===== config.mk =====
export PLATFORM = sky130hd
export DESIGN_NAME = mdio_master
export DESIGN_NICKNAME = d
export VERILOG_FILES = /design/src/rtl/mdio_pkg.sv /design/src/rtl/mdio_clkgen.sv /design/src/rtl/mdio_engine.sv /design/src/rtl/mdio_master.sv
export SDC_FILE = /design/constraint.sdc
export NUM_CORES = 1
export LEC_CHECK = 0
export ABC_CLOCK_PERIOD_IN_PS = 7400
export BUFFER_PORTS_ARGS = -buffer_cell sky130_fd_sc_hd__buf_4
export CORE_ASPECT_RATIO = 2
export CORE_MARGIN = 2
export CORE_UTILIZATION = 35
export CTS_CLUSTER_SIZE = 8
export DETAILED_ROUTE_END_ITERATION = 7
export MAX_ROUTING_LAYER = met4
export PLACE_DENSITY = 0.54
export SYNTH_ARGS = -nofsm -noshare
export SYNTH_HDL_FRONTEND = slang
export SYNTH_HIERARCHICAL = 1
export SYNTH_SLANG_ARGS = --single-unit

===== constraint.sdc =====
create_clock -name clk -period 7.4 [get_ports clk]
set_input_delay 1.11 -clock clk [delete_from_list [all_inputs] [get_ports clk]]
set_output_delay 1.11 -clock clk [all_outputs]
set_load 0.005 [all_outputs]

===== src/rtl/mdio_pkg.sv =====
package mdio_pkg;
    typedef enum logic [2:0] {
        S_IDLE,
        S_PREAMBLE,
        S_HEADER,
        S_TURN,
        S_PAYLOAD
    } mdio_state_e;

    localparam logic [1:0] ADDR_CFG  = 2'd0;
    localparam logic [1:0] ADDR_CMD  = 2'd1;
    localparam logic [1:0] ADDR_WDAT = 2'd2;
    localparam logic [1:0] ADDR_RDAT = 2'd3;

    localparam int PRE_BITS  = 32;
    localparam int HEAD_BITS = 14;
    localparam int TURN_BITS = 2;
    localparam int DATA_BITS = 16;
    localparam int FRAME_BITS = HEAD_BITS + TURN_BITS + DATA_BITS;
endpackage


===== src/rtl/mdio_clkgen.sv =====
module mdio_clkgen #(
    parameter int DIV_W = 8
) (
    input  logic             clk,
    input  logic             rst_n,
    input  logic             run,
    input  logic [DIV_W-1:0] half,
    output logic             tick
);
    logic [DIV_W-1:0] cnt;
    logic [DIV_W-1:0] lim;

    assign lim  = (half == '0) ? '0 : half - DIV_W'(1);
    assign tick = run && (cnt >= lim);

    always_ff @(posedge clk) begin
        if (!rst_n) begin
            cnt <= '0;
        end else if (!run || tick) begin
            cnt <= '0;
        end else begin
            cnt <= cnt + DIV_W'(1);
        end
    end
endmodule


===== src/rtl/mdio_engine.sv =====
module mdio_engine
    import mdio_pkg::*;
(
    input  logic                  clk,
    input  logic                  rst_n,
    input  logic                  start,
    input  logic                  pre_en,
    input  logic                  is_read,
    input  logic [FRAME_BITS-1:0] frame,
    input  logic                  tick,
    input  logic                  mdio_i,
    output logic                  mdc,
    output logic                  mdio_o,
    output logic                  mdio_oe,
    output logic                  busy,
    output logic                  done,
    output logic [DATA_BITS-1:0]  rx_data,
    output logic                  ta_ok
);
    mdio_state_e state, state_nx;
    logic [4:0]            bit_cnt;
    logic [FRAME_BITS-1:0] tx_sr;
    logic                  rd_mode;
    logic                  rise, fall, last;

    assign rise = tick && !mdc;
    assign fall = tick && mdc;
    assign last = (bit_cnt == 5'd0);

    always_comb begin
        state_nx = state;
        unique case (state)
            S_IDLE:     if (start) state_nx = pre_en ? S_PREAMBLE : S_HEADER;
            S_PREAMBLE: if (fall && last) state_nx = S_HEADER;
            S_HEADER:   if (fall && last) state_nx = S_TURN;
            S_TURN:     if (fall && last) state_nx = S_PAYLOAD;
            S_PAYLOAD:  if (fall && last) state_nx = S_IDLE;
            default:    state_nx = S_IDLE;
        endcase
    end

    always_ff @(posedge clk) begin
        if (!rst_n) state <= S_IDLE;
        else        state <= state_nx;
    end

    always_ff @(posedge clk) begin
        if (!rst_n) begin
            mdc     <= 1'b0;
            bit_cnt <= '0;
            tx_sr   <= '0;
            rx_data <= '0;
            rd_mode <= 1'b0;
            ta_ok   <= 1'b0;
        end else if (state == S_IDLE) begin
            mdc <= 1'b0;
            if (start) begin
                tx_sr   <= frame;
                rd_mode <= is_read;
                ta_ok   <= 1'b0;
                bit_cnt <= pre_en ? 5'(PRE_BITS - 1) : 5'(HEAD_BITS - 1);
            end
        end else if (tick) begin
            mdc <= !mdc;
            if (rise) begin
                if (state == S_TURN && last && rd_mode) ta_ok <= !mdio_i;
                if (state == S_PAYLOAD) rx_data <= {rx_data[DATA_BITS-2:0], mdio_i};
            end else begin
                if (state != S_PREAMBLE) tx_sr <= {tx_sr[FRAME_BITS-2:0], 1'b0};
                if (last) begin
                    unique case (state)
                        S_PREAMBLE: bit_cnt <= 5'(HEAD_BITS - 1);
                        S_HEADER:   bit_cnt <= 5'(TURN_BITS - 1);
                        S_TURN:     bit_cnt <= 5'(DATA_BITS - 1);
                        default:    bit_cnt <= '0;
                    endcase
                end else begin
                    bit_cnt <= bit_cnt - 5'd1;
                end
            end
        end
    end

    always_comb begin
        busy    = (state != S_IDLE);
        done    = fall && last && (state == S_PAYLOAD);
        mdio_o  = (state == S_IDLE || state == S_PREAMBLE) ? 1'b1 : tx_sr[FRAME_BITS-1];
        mdio_oe = busy && !(rd_mode && (state == S_TURN || state == S_PAYLOAD));
    end


    mdc_idle_low_chk: assert property (@(posedge clk) disable iff (!rst_n)
        !busy |-> !mdc);

    mdio_fall_only_chk: assert property (@(posedge clk) disable iff (!rst_n)
        (busy && $past(busy) && !$fell(mdc)) |-> ($stable(mdio_o) && $stable(mdio_oe)));

    mdc_tick_only_chk: assert property (@(posedge clk) disable iff (!rst_n)
        (mdc != $past(mdc)) |-> $past(tick));

    busy_from_start_chk: assert property (@(posedge clk) disable iff (!rst_n)
        $rose(busy) |-> $past(start));
endmodule


===== src/rtl/mdio_master.sv =====
module mdio_master
    import mdio_pkg::*;
#(
    parameter int DIV_W = 8
) (
    input  logic        clk,
    input  logic        rst_n,
    input  logic        reg_we,
    input  logic [1:0]  reg_addr,
    input  logic [31:0] reg_wdata,
    output logic [31:0] reg_rdata,
    output logic        mdc,
    output logic        mdio_o,
    output logic        mdio_oe,
    input  logic        mdio_i
);
    logic                  cfg_c45, cfg_pre;
    logic [DIV_W-1:0]      cfg_half;
    logic [DATA_BITS-1:0]  wdat, rdat;
    logic                  wr_pend, rd_pend, rd_valid;
    logic                  cmd_wr, legal, busy, start, is_read;
    logic [1:0]            op, op_code;
    logic [FRAME_BITS-1:0] frame;
    logic                  tick, eng_busy, eng_done, eng_ok;
    logic [DATA_BITS-1:0]  eng_rx;

    assign op      = reg_wdata[1:0];
    assign cmd_wr  = reg_we && (reg_addr == ADDR_CMD);
    assign legal   = cfg_c45 || !op[1];
    assign busy    = wr_pend || rd_pend;
    assign start   = cmd_wr && legal && !busy;
    assign is_read = cfg_c45 ? op[1] : op[0];
    assign op_code = cfg_c45 ? op : {op[0], ~op[0]};
    assign frame   = {(cfg_c45 ? 2'b00 : 2'b01), op_code, reg_wdata[12:8],
                      reg_wdata[20:16], 2'b10, wdat};

    always_ff @(posedge clk) begin
        if (!rst_n) begin
            cfg_c45  <= 1'b0;
            cfg_pre  <= 1'b0;
            cfg_half <= '0;
            wdat     <= '0;
            rdat     <= '0;
            wr_pend  <= 1'b0;
            rd_pend  <= 1'b0;
            rd_valid <= 1'b0;
        end else begin
            if (reg_we && reg_addr == ADDR_CFG) begin
                cfg_c45  <= reg_wdata[0];
                cfg_pre  <= reg_wdata[1] | reg_wdata[0];
                cfg_half <= reg_wdata[8 +: DIV_W];
            end
            if (reg_we && reg_addr == ADDR_WDAT) wdat <= reg_wdata[DATA_BITS-1:0];
            if (start) begin
                wr_pend  <= !is_read;
                rd_pend  <= is_read;
                if (is_read) rd_valid <= 1'b0;
            end else if (eng_done) begin
                wr_pend <= 1'b0;
                rd_pend <= 1'b0;
                if (rd_pend) begin
                    rdat     <= eng_rx;
                    rd_valid <= eng_ok;
                end
            end
        end
    end

    always_comb begin
        unique case (reg_addr)
            ADDR_CFG:  reg_rdata = 32'({cfg_half, 6'b0, cfg_pre, cfg_c45});
            ADDR_WDAT: reg_rdata = {wr_pend, 15'b0, wdat};
            ADDR_RDAT: reg_rdata = {rd_pend, rd_valid, 14'b0, rdat};
            default:   reg_rdata = '0;
        endcase
    end

    mdio_clkgen #(.DIV_W(DIV_W)) u_clkgen (
        .clk  (clk),
        .rst_n(rst_n),
        .run  (eng_busy),
        .half (cfg_half),
        .tick (tick)
    );

    mdio_engine u_engine (
        .clk    (clk),
        .rst_n  (rst_n),
        .start  (start),
        .pre_en (cfg_pre),
        .is_read(is_read),
        .frame  (frame),
        .tick   (tick),
        .mdio_i (mdio_i),
        .mdc    (mdc),
        .mdio_o (mdio_o),
        .mdio_oe(mdio_oe),
        .busy   (eng_busy),
        .done   (eng_done),
        .rx_data(eng_rx),
        .ta_ok  (eng_ok)
    );


    pre_forced_chk: assert property (@(posedge clk) disable iff (!rst_n)
        cfg_c45 |-> cfg_pre);

    flags_excl_chk: assert property (@(posedge clk) disable iff (!rst_n)
        !(wr_pend && rd_pend));

    valid_while_pend_chk: assert property (@(posedge clk) disable iff (!rst_n)
        rd_pend |-> !rd_valid);

    no_restart_chk: assert property (@(posedge clk) disable iff (!rst_n)
        start |-> !eng_busy);

    c22_bad_op_chk: assert property (@(posedge clk) disable iff (!rst_n)
        (cmd_wr && !cfg_c45 && op[1] && !busy) |=> !(wr_pend || rd_pend));
endmodule


; ---- Word level (Yosys, flattened, before mapping)
; Index checks and enable logic that the tools add are counted.
[op_classes]
add_sub_neg = 3
order_cmp = 1
eq_ne = 15
n_mux = 37
n_bitwise = 5
n_reduce_logical = 47
[ops]
columns = cell, n
row1 = $mux W32, 5
row2 = $pmux W32 S3, 1
row3 = $mux W5, 6
row4 = $mux W1, 15
row5 = $mux W3, 5
row6 = $pmux W3 S5, 1
row7 = $logic_and A1 B1 Y1, 14
row8 = $pmux W4 S3, 1
row9 = $reduce_and A4 Y1, 3
row10 = $reduce_bool A2 Y1, 6
row11 = $ne A2 B1 Y1 const B, 5
row12 = $reduce_and A3 Y1, 3
row13 = $add A8 B1 Y8 const B, 1
row14 = $ge A8 B8 Y1, 1
row15 = $logic_not A8 Y1, 1
row16 = $mux W8, 1
row17 = $sub A8 B1 Y8 const B, 1
row18 = $logic_not A1 Y1, 7
row19 = $eq A3 B2 Y1 const B, 2
row20 = $logic_not A5 Y1, 1
row21 = $logic_or A1 B1 Y1, 5
row22 = $reduce_and A5 Y1, 1
row23 = $sub A5 B1 Y5 const B, 1
row24 = $eq A2 B2 Y1 const B, 2
row25 = 13 further kinds, 19
[word_totals]
register_bits = 112

; ---- Longest topological paths before layout
[logic_depth]
word_depth = 9
mapped_depth = 19
depth_no_buf = 16

; ---- Cells and area by module
; Netlist, hierarchy kept.
[by_module_without_submodules]
columns = module, n_inst, cells_each, area_per_inst_um2, seq_area_each_um2
row1 = mdio_engine, 1, 343, 2763.9, 1181.1
row2 = mdio_master, 1, 250, 2123.3, 900.9
row3 = mdio_clkgen, 1, 78, 654.4, 160.2

; ---- Worst setup path after synthesis
; OpenSTA, ideal clock, no wires.
[synth_timing]
path_kind = reg-to-reg
start = reg cfg_half[3]
end = reg rdat[3]
setup_time_ns = 0.071
arrival_ns = 3.652
required_time_ns = 7.329
path_slack_ns = 3.678
stages_incl_launch_ff = 18
path_buffers = 3
period_less_slack_ns = 3.722
path_cell_list = dfxtp_1 or4_4 or4_4 nor3_2 a21oi_1 ha_1 and3_1 nand2_1 a31oi_1 o21a_1 buf_2 nand2_1 nor3_1 and2_1 buf_2 buf_2 nand2_1 a21oi_1
[synth_between]
elab_chain_cells = 8
[synth_rtl]
columns = item, line_no
row1 = from (decl), mdio_master.sv:18  ; logic [DIV_W-1:0] cfg_half;
row2 = from (signal assigned), mdio_master.sv:51  ; cfg_half <= reg_wdata[8 +: DIV_W];
row3 = $sub A8 B1 Y8 / $logic_not A8 Y1 (equally long branches), mdio_clkgen.sv:13  ; assign lim = (half == '0) ? '0 : half - DIV_W'(1);
row4 = $mux W8 *, mdio_clkgen.sv:13
row5 = $ge A8 B8 Y1 *, mdio_clkgen.sv:14  ; assign tick = run && (cnt >= lim);
row6 = $logic_and A1 B1 Y1 *, mdio_clkgen.sv:14
row7 = via tick, mdio_master.sv:24  ; logic tick, eng_busy, eng_done, eng_ok;
row8 = $logic_and A1 B1 Y1 *, mdio_engine.sv:27  ; assign fall = tick && mdc;
row9 = $logic_and A1 B1 Y1 * (2 in a row), mdio_engine.sv:86  ; done = fall && last && (state == S_PAYLOAD);
row10 = via eng_done, mdio_master.sv:24
row11 = $reduce_and A3 Y1 (no source line) *, -
row12 = to (signal assigned), mdio_master.sv:62  ; rdat <= eng_rx;
row13 = to (decl), mdio_master.sv:19  ; logic [DATA_BITS-1:0] wdat, rdat;
; Mark *: on every way through the listed nets, which the timed path passes. The rest lies on a longest branch.
; A chain may end at the register's enable or synchronous reset.

; ---- Worst setup path in the final report
[layout_timing]
start = reg cfg_half[3]
end = reg u_engine.tx_sr[10]
[layout_between]
elab_chain_cells = 7
[layout_rtl]
columns = item, line_no
row1 = $sub A8 B1 Y8 / $logic_not A8 Y1 (equally long branches), mdio_clkgen.sv:13
row2 = $mux W8 *, mdio_clkgen.sv:13
row3 = $ge A8 B8 Y1 *, mdio_clkgen.sv:14
row4 = $logic_and A1 B1 Y1 *, mdio_clkgen.sv:14
row5 = via tick, mdio_master.sv:24
row6 = $logic_and A1 B1 Y1, mdio_engine.sv:26  ; assign rise = tick && !mdc;
row7 = $ne A2 B2 Y1 (no source line), -
row8 = $reduce_and A4 Y1 (no source line) *, -
row9 = to (signal assigned), mdio_engine.sv:58  ; tx_sr <= frame;
row10 = to (signal assigned), mdio_engine.sv:69  ; if (state != S_PREAMBLE) tx_sr <= {tx_sr[FRAME_BITS-2:0], 1'b0};
row11 = to (decl), mdio_engine.sv:22  ; logic [FRAME_BITS-1:0] tx_sr;
; Marks and branches as above.

==> results.py <==
metrics = {
    "cells_and_area": {
        "post-route-cell-area_mm2": 0.00622,
        "nFillCells": 1658,
        "syn2layout_area_growth_pct": 12.3,
        "layout.cells.most_common": "nand2_1",
        "drive_gt1_share_pct": 14.2,
        "nets": 735,
        "final_cell_mix": "nand2_1, dfxtp_1, buf_4, a21oi_1, nor3_1",
        "final_cells": 892,
        "n_antenna_cell": 0,
    },
    "pwr": {
        "internal_power_uw": 934,
        "ir_drop_mv": 0.100,
        "p_sw_share_pct": 25.7,
        "pwr-share-comb_pct": 10.6,
        "p_leak_uw": 0.00228,
        "switching_power_uw": 323,
        "p_per_area_mw_per_mm2": 202,
        "pwr-share-seq_pct": 50.0,
        "clkPwrFrac_pct": 39.4,
    },
    "placed_design": {
        "dpl.cell_count": 876,
        "portBuffers": 47,
        "dp_hpwl_mm": 9.76,
        "placed_area_mm2": 0.00592,
        "gp_congestion": 0.798,
    },
    "sta": {
        "hold_viol_final": 0,
        "period_needed_ps": 4620,
        "max_freq_mhz": 217,
        "setup_viol": 0,
        "fin_crit_sh_pct": 62.4,
        "clock_skew_ps": 9.17,
        "tns_ps": 0,
        "rsz0062_at_grt": "false",
        "slew_violations": 0,
        "worst_pin_slew_ps": 1150,
        "slew_headroom_pct": 23.3,
    },
    "floorplan": {
        "die_area_mm2": 0.0169,
        "start_util_pct": 35.5,
        "core_area_mm2": 0.0156,
        "ioPinCount": 73,
        "die_h_um": 182,
        "rows": 65,
        "die_x_um": 93.0,
    },
    "critical_path": {
        "max_stage_delay_ps": 970,
        "cp-end-kind": "flop",
        "critPathLaunchType": "flop",
        "path_cells": "or4_4 > or4_4 > nor3_2 > a21oi_1 > ha_1 > and3_1 > nand2_1 > a31oi_1 > buf_4 > o21a_1 > o211a_1 > or2_0 > buf_4 > a311oi_1",
        "worstSetupPathType": "reg2reg",
        "arrival_ps": 4820,
        "crit_fanout": 34,
        "crit_required_ps": 7600,
        "slowest_stage": "o211a_1",
    },
    "yosys": {
        "seq_area_frac_synth_pct": 40.5,
        "synth_cell_types": 62,
        "synth_ff_type": "dfxtp_1",
        "ys_async_sr_fraction_pct": 0,
        "avgSynthCellArea_um2": 8.26,
        "synth-compound-area-share_pct": 17.6,
        "synth_edf_count": 0,
        "synthSimpleGateAreaFrac_pct": 24.4,
        "synth_top_family_by_area": "simple AND/OR/NAND/NOR gates",
        "synth_adder_area_share_pct": 2.48,
        "synth_area_mm2": 0.00554,
        "synth_area_leaders": "dfxtp_1, nand2_1, a311oi_1",
        "ys_warn_count": 6,
        "muxShareOfSynthArea_pct": 5.89,
        "netlist_instances": 671,
        "synth_top_area_cell": "dfxtp_1",
        "synthDominantCellAreaShare_pct": 40.5,
        "ys_ff_latch": 112,
        "synthXorXnorAreaFrac_pct": 1.58,
    },
    "drt": {
        "vias_per_cell": 5.37,
        "drt-total-wl_mm": 14.8,
        "route.detailed.drc": 0,
        "ant_nets": 0,
        "routed-via-count": 4786,
        "dr.first_iter.drc_count": 390,
        "wl_per_cell_um": 16.5,
        "firstDrtPassIters": 4,
    },
    "global_routing": {
        "grt_pass1_vias": 4413,
        "grt_max_degree": 52,
        "grt_antenna_before_repair": 0,
        "grt-ovfl-total": 0,
        "grt_pass1_wl_mm": 23.9,
        "grtUsageTotal_pct": 18.1,
    },
    "clock_tree": {
        "cts.clk_slew.worst_paths_ps": 80,
        "clk_path_buf_depth": 2,
        "cts_max_level": 3,
        "numCtsBuffers": 9,
        "clk_latency_ps": 350,
        "tritoncts": "yes",
        "cts_resized": 0,
        "cts_hold_buffers": 0,
        "clkSinkCount": 112,
        "clockRootBuffer": "clkbuf_16",
        "post-cts-setup-buffers": 0,
    },
    "worst_hold_path": {
        "hold_path.class": "reg2reg",
    },
    "run": {
        "cap_violations": 0,
    },
    "status": {
        "outcome": "complete, no violations",
    },
}
state kept, by name, indices dropped and copies added, names as in the netlist:
register and flops:
cfg_c45 1, cfg_half 8, cfg_pre 1, rd_pend 1, rd_valid 1, rdat 16, u_clkgen/cnt 8, u_engine/bit_cnt 5
u_engine/mdc 1, u_engine/rd_mode 1, u_engine/rx_data 16, u_engine/state 3, u_engine/ta_ok 1, u_engine/tx_sr 32, wdat 16, wr_pend 1
layer usage:
layer | global-route usage, % | up-vias | wire length [um]
li1 | - | 2371 | -
met1 | 24.6 | 2298 | 6930
met2 | 28.3 | 109 | 7060
met3 | 2.61 | 8 | 617
met4 | 4.53 | 0 | 152
met5 | - | - | 0
critical path, delay by kind of cell (launching register included):
kind                       cells  cell delay [ps]
AOI/OAI and AO/OA              5             1710
adders and majority gates      1              300
buffers and inverters          2              540
DFF                            1              350
and+or+nand+nor                6             1550
cell families (layout without fill, tap and decap cells):
family          count (synthesis)  in the layout
flops                         112            112
simple gates                  279            279
xor+xnor                       10             10
compound gates                145            145
other cells                     2             17
fa+ha+maj                      11             11
buf+inv                        81             86
mux                            31             31
Yosys cell counts, types with 3 or more instances:
library cell    n
o21ai_0        21
inv_1          14
ha_1           11
xnor2_1         6
nor2b_1        10
a221oi_1        3
a22o_1         11
nand2_1       141
mux2_2         13
buf_4          18
mux2i_1        18
dfxtp_1       112
and3_1          5
a21oi_1        54
a311oi_1       31
nand3b_1        3
nor3_1         43
nand2b_1        9
buf_2          18
nand3_1        24
xor2_1          4
o31ai_1         3
clkbuf_1       26
nor2_1         19
worst paths after layout:
path                            start                         endpoint  slack, ps  depth (start not counted)
min reg2reg      rdat[1]$_SDFFE_PN0P_             rdat[1]$_SDFFE_PN0P_        460                          2
max          cfg_half[3]$_SDFFE_PN0P_  u_engine/tx_sr[10]$_SDFFE_PN0P_       2780                         14
min              rdat[1]$_SDFFE_PN0P_             rdat[1]$_SDFFE_PN0P_        460                          2
max reg2reg  cfg_half[3]$_SDFFE_PN0P_  u_engine/tx_sr[10]$_SDFFE_PN0P_       2780                         14
through the flow:
stage	util (%)	hold slack, ps	power (uW)	worst slack, ps
4_1_cts	39.8	461	1270	2790
5_1_grt	39.8	486	1300	2400
3_3_place_gp	37.9	446	775	2830
3_5_place_dp	37.9	451	776	2840
6_report	39.8	459	1260	2780
2_1_floorplan	-	428	733	3680
layout make-up:
cell class                      count  area [um2]  share of cell area (%)
Clock buffer                        9         225                    3.62
Clock inverter                      7        71.3                    1.15
Inverter                           15        56.3                   0.905
Multi-Input combinational cell    493        2960                    47.6
Sequential cell                   112        2240                    36.0
Tap cell                          201         251                    4.04
Timing Repair Buffer               55         413                    6.64
power by group through the flow:
stage / Sequential, uW / Combinational (uW) / Clock, uW
4_1_cts: 628 / 134 / 505
6_report: 628 / 133 / 495
3_3_place_gp: 642 / 132 / 0
5_1_grt: 630 / 149 / 525
3_5_place_dp: 642 / 134 / 0
2_1_floorplan: 637 / 96.4 / 0
No activity file was read; power rests on OpenSTA's default activity.
